### config.mk
export PLATFORM = sky130hd
export DESIGN_NAME = ecclog_top
export DESIGN_NICKNAME = d
export VERILOG_FILES = /design/src/rtl/ecclog_pkg.sv /design/src/rtl/ecclog_flags.sv /design/src/rtl/ecclog_capture.sv /design/src/rtl/ecclog_regs.sv /design/src/rtl/ecclog_top.sv
export SDC_FILE = /design/constraint.sdc
export NUM_CORES = 1
export LEC_CHECK = 0
export BUFFER_PORTS_ARGS = -buffer_cell sky130_fd_sc_hd__buf_2
export CAP_MARGIN = 25
export CORE_ASPECT_RATIO = 2
export CORE_MARGIN = 4
export CORE_UTILIZATION = 40
export DETAILED_ROUTE_END_ITERATION = 10
export PLACE_DENSITY_LB_ADDON = 0.1
export SYNTH_ARGS = -nofsm -noshare
export SYNTH_HDL_FRONTEND = slang
export SYNTH_SLANG_ARGS = --single-unit
### constraint.sdc
create_clock -name clk -period 2.4 [get_ports clk]
set_input_delay 0.36 -clock clk [delete_from_list [all_inputs] [get_ports clk]]
set_output_delay 0.36 -clock clk [all_outputs]
set_load 0.01 [all_outputs]
### src/rtl/ecclog_pkg.sv
package ecclog_pkg;
   localparam int STS_W = 16;
   localparam int B_CE  = 0;
   localparam int B_UE  = 1;
   localparam int B_RTO = 8;
   localparam int B_LCK = 9;
   localparam int B_THM = 11;
   localparam logic [STS_W-1:0] ERR_MASK = 16'h0B03;

   localparam logic [7:0] OFS_STS  = 8'h00;
   localparam logic [7:0] OFS_CMD  = 8'h04;
   localparam logic [7:0] OFS_ALOG = 8'h08;
   localparam logic [7:0] OFS_AEXT = 8'h0C;
   localparam logic [7:0] OFS_SYN  = 8'h10;

   typedef enum logic [2:0] {
      SEL_STS, SEL_CMD, SEL_ALOG, SEL_AEXT, SEL_SYN, SEL_NONE
   } reg_sel_e;
endpackage

### src/rtl/ecclog_flags.sv
module ecclog_flags #(
   parameter int W = 16,
   parameter logic [W-1:0] MASK = '1
) (
   input  logic         clk,
   input  logic         rst_n,
   input  logic [W-1:0] set_i,
   input  logic [W-1:0] clr_i,
   output logic [W-1:0] sts_o
);
   for (genvar i = 0; i < W; i++) begin : g_bit
      if (MASK[i]) begin : g_live
         logic flag_q;
         always_ff @(posedge clk or negedge rst_n) begin
            if (!rst_n)        flag_q <= 1'b0;
            else if (set_i[i]) flag_q <= 1'b1;
            else if (clr_i[i]) flag_q <= 1'b0;
         end
         assign sts_o[i] = flag_q;
      end else begin : g_rsvd
         logic unused_set;
         logic unused_clr;
         assign unused_set = set_i[i];
         assign unused_clr = clr_i[i];
         assign sts_o[i]   = 1'b0;
      end
   end
endmodule

### src/rtl/ecclog_capture.sv
module ecclog_capture #(
   parameter int PHYS_AW  = 33,
   parameter int GRAIN_LG = 7,
   parameter int SYN_W    = 8
) (
   input  logic                        clk,
   input  logic                        rst_n,
   input  logic                        ce_i,
   input  logic                        ue_i,
   input  logic                        ce_held_i,
   input  logic                        ue_held_i,
   input  logic [PHYS_AW-GRAIN_LG-1:0] line_i,
   input  logic                        chan_i,
   input  logic [SYN_W-1:0]            syn_i,
   output logic [31:0]                 alog_o,
   output logic [7:0]                  aext_o,
   output logic [SYN_W-1:0]            syn_o
);
   localparam int LINE_W = PHYS_AW - GRAIN_LG;
   localparam int LO_W   = 32 - GRAIN_LG;
   localparam int EXT_W  = PHYS_AW - 32;

   logic            take_ue, take_ce, take;
   logic [LO_W-1:0] hi_q;
   logic            chan_q;
   logic [SYN_W-1:0] syn_q;

   // Uncorrectable outranks everything not already uncorrectable;
   // correctable only fills an empty log.
   assign take_ue = ue_i && !ue_held_i;
   assign take_ce = ce_i && !ue_i && !ce_held_i && !ue_held_i;
   assign take    = take_ue || take_ce;

   always_ff @(posedge clk or negedge rst_n) begin
      if (!rst_n) begin
         hi_q   <= '0;
         chan_q <= 1'b0;
         syn_q  <= '0;
      end else if (take) begin
         hi_q   <= line_i[LO_W-1:0];
         chan_q <= chan_i;
         syn_q  <= syn_i;
      end
   end

   assign alog_o = {hi_q, {(GRAIN_LG-1){1'b0}}, chan_q};
   assign syn_o  = syn_q;

   if (EXT_W > 0) begin : g_ext
      logic [EXT_W-1:0] ext_q;
      always_ff @(posedge clk or negedge rst_n) begin
         if (!rst_n)    ext_q <= '0;
         else if (take) ext_q <= line_i[LINE_W-1:LO_W];
      end
      assign aext_o = 8'(ext_q);
   end else begin : g_noext
      assign aext_o = 8'h00;
   end
endmodule

### src/rtl/ecclog_regs.sv
module ecclog_regs
   import ecclog_pkg::*;
#(
   parameter int ADDR_W = 8,
   parameter int DATA_W = 32,
   parameter int SYN_W  = 8
) (
   input  logic              clk,
   input  logic              rst_n,
   input  logic [ADDR_W-1:0] addr_i,
   input  logic [STS_W-1:0]  wdata_i,
   input  logic              we_i,
   input  logic [STS_W-1:0]  sts_i,
   input  logic [31:0]       alog_i,
   input  logic [7:0]        aext_i,
   input  logic [SYN_W-1:0]  syn_i,
   output logic [STS_W-1:0]  cmd_o,
   output logic [STS_W-1:0]  clr_o,
   output logic [DATA_W-1:0] rdata_o
);
   localparam logic [ADDR_W-1:0] A_STS  = ADDR_W'(OFS_STS);
   localparam logic [ADDR_W-1:0] A_CMD  = ADDR_W'(OFS_CMD);
   localparam logic [ADDR_W-1:0] A_ALOG = ADDR_W'(OFS_ALOG);
   localparam logic [ADDR_W-1:0] A_AEXT = ADDR_W'(OFS_AEXT);
   localparam logic [ADDR_W-1:0] A_SYN  = ADDR_W'(OFS_SYN);

   reg_sel_e         sel;
   logic [STS_W-1:0] cmd_q;

   always_comb begin
      unique case (addr_i)
         A_STS:   sel = SEL_STS;
         A_CMD:   sel = SEL_CMD;
         A_ALOG:  sel = SEL_ALOG;
         A_AEXT:  sel = SEL_AEXT;
         A_SYN:   sel = SEL_SYN;
         default: sel = SEL_NONE;
      endcase
   end

   always_ff @(posedge clk or negedge rst_n) begin
      if (!rst_n)                     cmd_q <= '0;
      else if (we_i && sel == SEL_CMD) cmd_q <= wdata_i & ERR_MASK;
   end

   assign cmd_o = cmd_q;
   assign clr_o = (we_i && sel == SEL_STS) ? (wdata_i & ERR_MASK) : '0;

   always_comb begin
      case (sel)
         SEL_STS:  rdata_o = DATA_W'(sts_i);
         SEL_CMD:  rdata_o = DATA_W'(cmd_q);
         SEL_ALOG: rdata_o = DATA_W'(alog_i);
         SEL_AEXT: rdata_o = DATA_W'(aext_i);
         SEL_SYN:  rdata_o = DATA_W'(syn_i);
         default:  rdata_o = '0;
      endcase
   end
endmodule

### src/rtl/ecclog_top.sv
module ecclog_top
   import ecclog_pkg::*;
#(
   parameter int ADDR_W   = 8,
   parameter int DATA_W   = 32,
   parameter int PHYS_AW  = 33,
   parameter int GRAIN_LG = 7,
   parameter int SYN_W    = 8
) (
   input  logic                        clk,
   input  logic                        rst_n,
   input  logic [ADDR_W-1:0]           reg_addr,
   input  logic [DATA_W-1:0]           reg_wdata,
   input  logic                        reg_we,
   output logic [DATA_W-1:0]           reg_rdata,
   input  logic                        ce_evt,
   input  logic                        ue_evt,
   input  logic                        rfsh_tmo_evt,
   input  logic                        lock_evt,
   input  logic                        therm_evt,
   input  logic [PHYS_AW-GRAIN_LG-1:0] evt_line,
   input  logic                        evt_chan,
   input  logic [SYN_W-1:0]            evt_syn,
   output logic                        serr
);
   if (ADDR_W < 5)                     begin : g_bad_aw  $error("ADDR_W must reach offset 0x10"); end
   if (DATA_W < 32)                    begin : g_bad_dw  $error("DATA_W must be at least 32"); end
   if (PHYS_AW < 32 || PHYS_AW > 40)   begin : g_bad_pa  $error("PHYS_AW must be 32..40"); end
   if (GRAIN_LG < 2 || GRAIN_LG > 16)  begin : g_bad_gr  $error("GRAIN_LG must be 2..16"); end
   if (SYN_W < 1 || SYN_W > 32)        begin : g_bad_sy  $error("SYN_W must be 1..32"); end

   logic [STS_W-1:0] set_w, clr_w, sts_w, cmd_w;
   logic [31:0]      alog_w;
   logic [7:0]       aext_w;
   logic [SYN_W-1:0] syn_w;
   logic             unused_wdata;

   assign unused_wdata = ^reg_wdata[DATA_W-1:STS_W];

   always_comb begin
      set_w        = '0;
      set_w[B_CE]  = ce_evt;
      set_w[B_UE]  = ue_evt;
      set_w[B_RTO] = rfsh_tmo_evt;
      set_w[B_LCK] = lock_evt;
      set_w[B_THM] = therm_evt;
   end

   ecclog_flags #(.W(STS_W), .MASK(ERR_MASK)) u_flags (
      .clk   (clk),
      .rst_n (rst_n),
      .set_i (set_w),
      .clr_i (clr_w),
      .sts_o (sts_w)
   );

   ecclog_capture #(.PHYS_AW(PHYS_AW), .GRAIN_LG(GRAIN_LG), .SYN_W(SYN_W)) u_cap (
      .clk       (clk),
      .rst_n     (rst_n),
      .ce_i      (ce_evt),
      .ue_i      (ue_evt),
      .ce_held_i (sts_w[B_CE]),
      .ue_held_i (sts_w[B_UE]),
      .line_i    (evt_line),
      .chan_i    (evt_chan),
      .syn_i     (evt_syn),
      .alog_o    (alog_w),
      .aext_o    (aext_w),
      .syn_o     (syn_w)
   );

   ecclog_regs #(.ADDR_W(ADDR_W), .DATA_W(DATA_W), .SYN_W(SYN_W)) u_regs (
      .clk     (clk),
      .rst_n   (rst_n),
      .addr_i  (reg_addr),
      .wdata_i (reg_wdata[STS_W-1:0]),
      .we_i    (reg_we),
      .sts_i   (sts_w),
      .alog_i  (alog_w),
      .aext_i  (aext_w),
      .syn_i   (syn_w),
      .cmd_o   (cmd_w),
      .clr_o   (clr_w),
      .rdata_o (reg_rdata)
   );

   assign serr = |(sts_w & cmd_w);
endmodule

==> Yosys cells after proc, flatten, opt, wreduce, memory -nomap -nowiden <==
Cells that the tools add are included.
{ "op_classes": {"n_eq_ne": 8, "reduce_logical": 18, "n_mux": 13, "bitwise_logic": 1} }
{ "ops": {"columns": ["operator", "count"], "rows": [
  ["$pmux W32 S5", 1],
  ["$eq A8 B4 Y1 const B", 2],
  ["$reduce_or A16 Y1", 1],
  ["$pmux W3 S5", 1],
  ["$and A12 B12 Y12", 1],
  ["$mux W12", 1],
  ["$mux W1", 10],
  ["$reduce_bool A2 Y1", 5],
  ["$eq A8 B3 Y1 const B", 1],
  ["$eq A8 B5 Y1 const B", 1],
  ["$logic_not A8 Y1", 1],
  ["$eq A3 B2 Y1 const B", 2],
  ["$logic_and A1 B1 Y1", 6],
  ["$eq A3 B1 Y1 const B", 1],
  ["$eq A3 B3 Y1 const B", 1],
  ["$logic_not A1 Y1", 3],
  ["$logic_not A3 Y1", 1],
  ["$logic_or A1 B1 Y1", 1]
]} }
{ "word_totals": {"output_inout_bits": 33, "word_cells": 50, "input_bits": 83, "regBits": 45} }

==> Logic depth before layout (Yosys ltp) <==
{ "depth": {"depth_word": 7, "depth_mapped": 5} }

==> Modules after synthesis <==
A second synthesis with hierarchy kept.
{ "hier_totals": {"hier_cells": 257, "area_unflattened_um2": 2894.0} }
{ "by_module_without_submodules": {"columns": ["module", "area_per_inst_um2", "cells_per_inst", "instances", "seq_area_each_um2"], "rows": [
  ["ecclog_capture", 1453.9, 92, 1, 875.8],
  ["ecclog_regs", 1029.7, 123, 1, 125.1],
  ["ecclog_flags", 305.3, 32, 1, 125.1],
  ["ecclog_top", 105.1, 10, 1, 0.0]
]} }

==> Least setup slack after synthesis <==
OpenSTA, ideal clock, no wires.
{ "synth_timing": {"path_type": "input -> output", "start": "input port reg_addr[4]", "end": "output port reg_rdata[10]", "arrival_ps": 1423, "slack_ps": 617, "path_stages": 5, "t_required_ps": 2040, "cell_sequence": "buf_2 > nor4_4 > and4b_4 > buf_6 > and2_1"} }
{ "synth_via": {"elab_chain_len": 4, "word_cells_on_any_way": 12, "cone_classes": "8 x eq/ne; 2 x mux; 2 x reduce/logical"} }
{ "synth_rtl": {"columns": ["item", "line_no", "source"], "rows": [
  ["start, declared", "ecclog_top.sv:12", "input logic [ADDR_W-1:0] reg_addr,"],
  ["$eq A8 B5 Y1, or another cell as far along", "ecclog_regs.sv:31", "unique case (addr_i)"],
  ["$pmux W3 S5 (*)", "ecclog_regs.sv:31", null],
  ["$eq A3 B3 Y1, or another cell as far along", "ecclog_regs.sv:50", "case (sel)"],
  ["$pmux W32 S5 (*)", "ecclog_regs.sv:50", null],
  ["end, declared", "ecclog_top.sv:15", "output logic [DATA_W-1:0] reg_rdata,"]
]} }
Every way passes the cells marked *; elsewhere a longest branch is shown, timed or not.

==> Worst setup path after layout <==
{ "layout_timing": {"start": "input port reg_addr[7]", "end": "output port reg_rdata[31]"} }
The elaborated chain is that of the path after synthesis.

==> impl_metrics.csv <==
group,metric,value,unit
yosys,syn_avg_cell_area,12.7,um2
global_route,grt_pass1_wl,7.94,mm
setup_path,crit_top_cell,"buf_2",
setup_path,cp_slowest_cell,"and4b_4",
global_route,grt_pass1_vias,1730,
yosys,syn_nets,258,
final_layout,n_fill_cell,517,
final_layout,layout_common_cells,"buf_2, dfrtp_1, mux2_1, and2_1, nand2_1",
flow_run,max_cap_violations,0,
sta,slew_violations,0,
pwr,ir_drop,0.000404,V
sta,finalCritPeriodShare,0.774,
yosys,synth.distinct_cells,33,
setup_path,crit_path_end_kind,"primary output",
clocking,clk_latency,290,ps
floorplan,core,5420,um2
final_layout,drive_gt1_frac,0.442,
yosys,ys_ff_latch,45,
yosys,synth-edff-count,0,
sta,finalSetupTns,0,ps
sta,grt_setup_unrepaired,"no",
floorplan,row_count,38,
clocking,postCtsSetupRepairBufs,0,
sta,finalCriticalPeriod,1860,ps
floorplan,initial_core_util,0.410,
yosys,async_flop_share,1.00,
detailed_routing,ant_nets,0,
clocking,path_clk_slew,80,ps
global_route,track_usage,0.153,
setup_path,cp-start-kind,"input pin",
pwr,p_total,0.00161,W
sta,fmax,538,MHz
detailed_routing,avgRoutedWirePerCell,15.1,um
outcome,status,"finished clean",
sta,relSlewSlack,0.675,
yosys,synth-main-ff-cell,"dfrtp_1",
detailed_routing,wirelength,4.92,mm
detailed_routing,drc,0,
global_route,grt_max_degree,36,
clocking,ctsResizeCount,0,
final_layout,layout.nets,350,
setup_path,cp_data_required_time,2040,ps
yosys,yosysSeqAreaShare,0.507,
yosys,netlist_area,2220,um2
sta,setup_violations,0,
detailed_routing,firstDrtPassIters,4,
final_layout,antenna_cells,0,
setup_path,crit_type,"in2out",
sta,tightest_slew,487,ps
floorplan,fp.dieH,113,um
detailed_routing,drtIter0Drc,31,
global_route,grt_overflow_total,0,
clocking,cts_buffers,5,
clocking,cts_hold_buf,0,
placement,dp_cells,320,
clocking,h-tree-depth,2,
yosys,synthCells,175,
setup_path,r2r_setup_slack,700,ps
clocking,tritoncts,"yes",
placement,dp_hpwl,3.94,mm
floorplan,die_w,60.7,um
sta,hold_violations,0,
pwr,p_leak,1.41,nW
final_layout,final_common_cell,"buf_2",
final_layout,stdcell_count,327,
placement,place_congestion,0.800,
min_path,hp-class,"in2async",
setup_path,slowest_delay,410,ps
detailed_routing,routed_via_density,5.08,
setup_path,r2r_end,"u_cap.hi_q[3]",
placement,place.port_buffers,88,
final_layout,syn_to_final_growth,27.8,%
setup_path,cp_max_fo,21,
floorplan,dieArea,6880,um2
detailed_routing,via_count,1661,
pwr,power-per-cell-area,569,nW/um2
global_route,antenna_found_initial,0,
sta,skew,4.26,ps
setup_path,rr_worst_depth,4,
setup_path,r2r-start,"u_flags.g_bit[0].g_live.flag_q",
setup_path,crit_arrival,1500,ps
clocking,cts.sinks,45,
final_layout,fin_util,0.524,
clocking,root_buffer,"clkbuf_8",
floorplan,io_pins,116,
yosys,yosys_warnings,0,
clocking,cts_max_path_buffers,2,
setup_path,cp_cell_sequence,"buf_2 -> nor4_4 -> and4b_4 -> and2_1 -> buf_2",
-- metal layers --
metal  track usage  vias up  wire (um)
met2         0.271       60       2690
met5             0        -          0
met1         0.168      797       1770
met4        0.0608        0         96
met3        0.0328        7        369
li1              -      797          -
-- power breakdown --
| group | internal [W] | switching [W] |
|---|---|---|
| combinational | 0.000107 | 0.0000798 |
| sequential | 0.000839 | 0.0000342 |
| clock | 0.000303 | 0.000251 |
| total | 0.00125 | 0.000365 |
-- cells in the mapped netlist, types with 2 or more instances --
cell type | number | area, um2
buf_4 | 3 | 22.5
buf_2 | 3 | 15.0
a31oi_1 | 2 | 12.5
nand2_1 | 6 | 22.5
nand4_1 | 5 | 31.3
mux2_1 | 32 | 360
a21oi_1 | 3 | 15.0
nor2_1 | 4 | 15.0
mux2_4 | 5 | 75.1
mux2i_1 | 4 | 40.0
dfrtp_1 | 45 | 1130
and2_1 | 31 | 194
mux2_2 | 5 | 56.3
a21o_1 | 5 | 37.5
or2_2 | 3 | 18.8
buf_6 | 2 | 22.5
-- stage by stage --
step,setup slack [ps],hold WS (ps),instance area [um2]
5_1_grt,426,59.5,2840
4_1_cts,515,29.6,2840
3_3_place_gp,530,356,2730
6_report,542,19.5,2840
3_5_place_dp,519,358,2730
2_1_floorplan,617,64.4,2220
-- area by class of cell --
class | count | area (um2) | share of cell area
repair buffers | 93 | 490 | 0.173
well taps | 60 | 75.1 | 0.0265
flip-flops and latches | 45 | 1130 | 0.397
clock buffers | 5 | 68.8 | 0.0243
inverters | 1 | 3.75 | 0.00132
multi-input cells | 121 | 1040 | 0.366
clock inverters | 2 | 35.0 | 0.0123
-- registers in the layout, summed over array words and instances (netlist names) --
register / cells
u_cap.chan_q: 1
u_cap.g_ext.ext_q: 1
u_cap.hi_q: 25
u_cap.syn_o: 8
u_flags.g_bit.g_live.flag_q: 5
u_regs.cmd_o: 5
-- critical path, delay by kind of cell --
kind | cells | cell delay [ps]
buffers and inverters | 2 | 240
AND/OR/NAND/NOR | 3 | 880
-- worst max-delay path by stage --
| stage | startpoint | endpoint | slack, ps | cells past startpoint |
|---|---|---|---|---|
| 5_1_grt | reg_addr[7] | reg_rdata[17] | 430 | 5 |
| 4_1_cts | reg_addr[7] | reg_rdata[31] | 520 | 5 |
| 2_1_floorplan | reg_addr[4] | reg_rdata[10] | 620 | 5 |
| 6_report | reg_addr[7] | reg_rdata[31] | 540 | 5 |
| 3_5_place_dp | reg_addr[7] | reg_rdata[31] | 520 | 5 |
| 3_3_place_gp | reg_addr[7] | reg_rdata[31] | 530 | 5 |
-- cell families (layout without fill, tap and decap cells) --
kind of cell / after synthesis / after routing / share of synthesized area
buf+inv: 9 / 101 / 0.0287
simple gates: 61 / 61 / 0.180
compound gates: 14 / 14 / 0.0451
flops: 45 / 45 / 0.507
mux: 46 / 46 / 0.239
(Power assumes the default switching activity.)
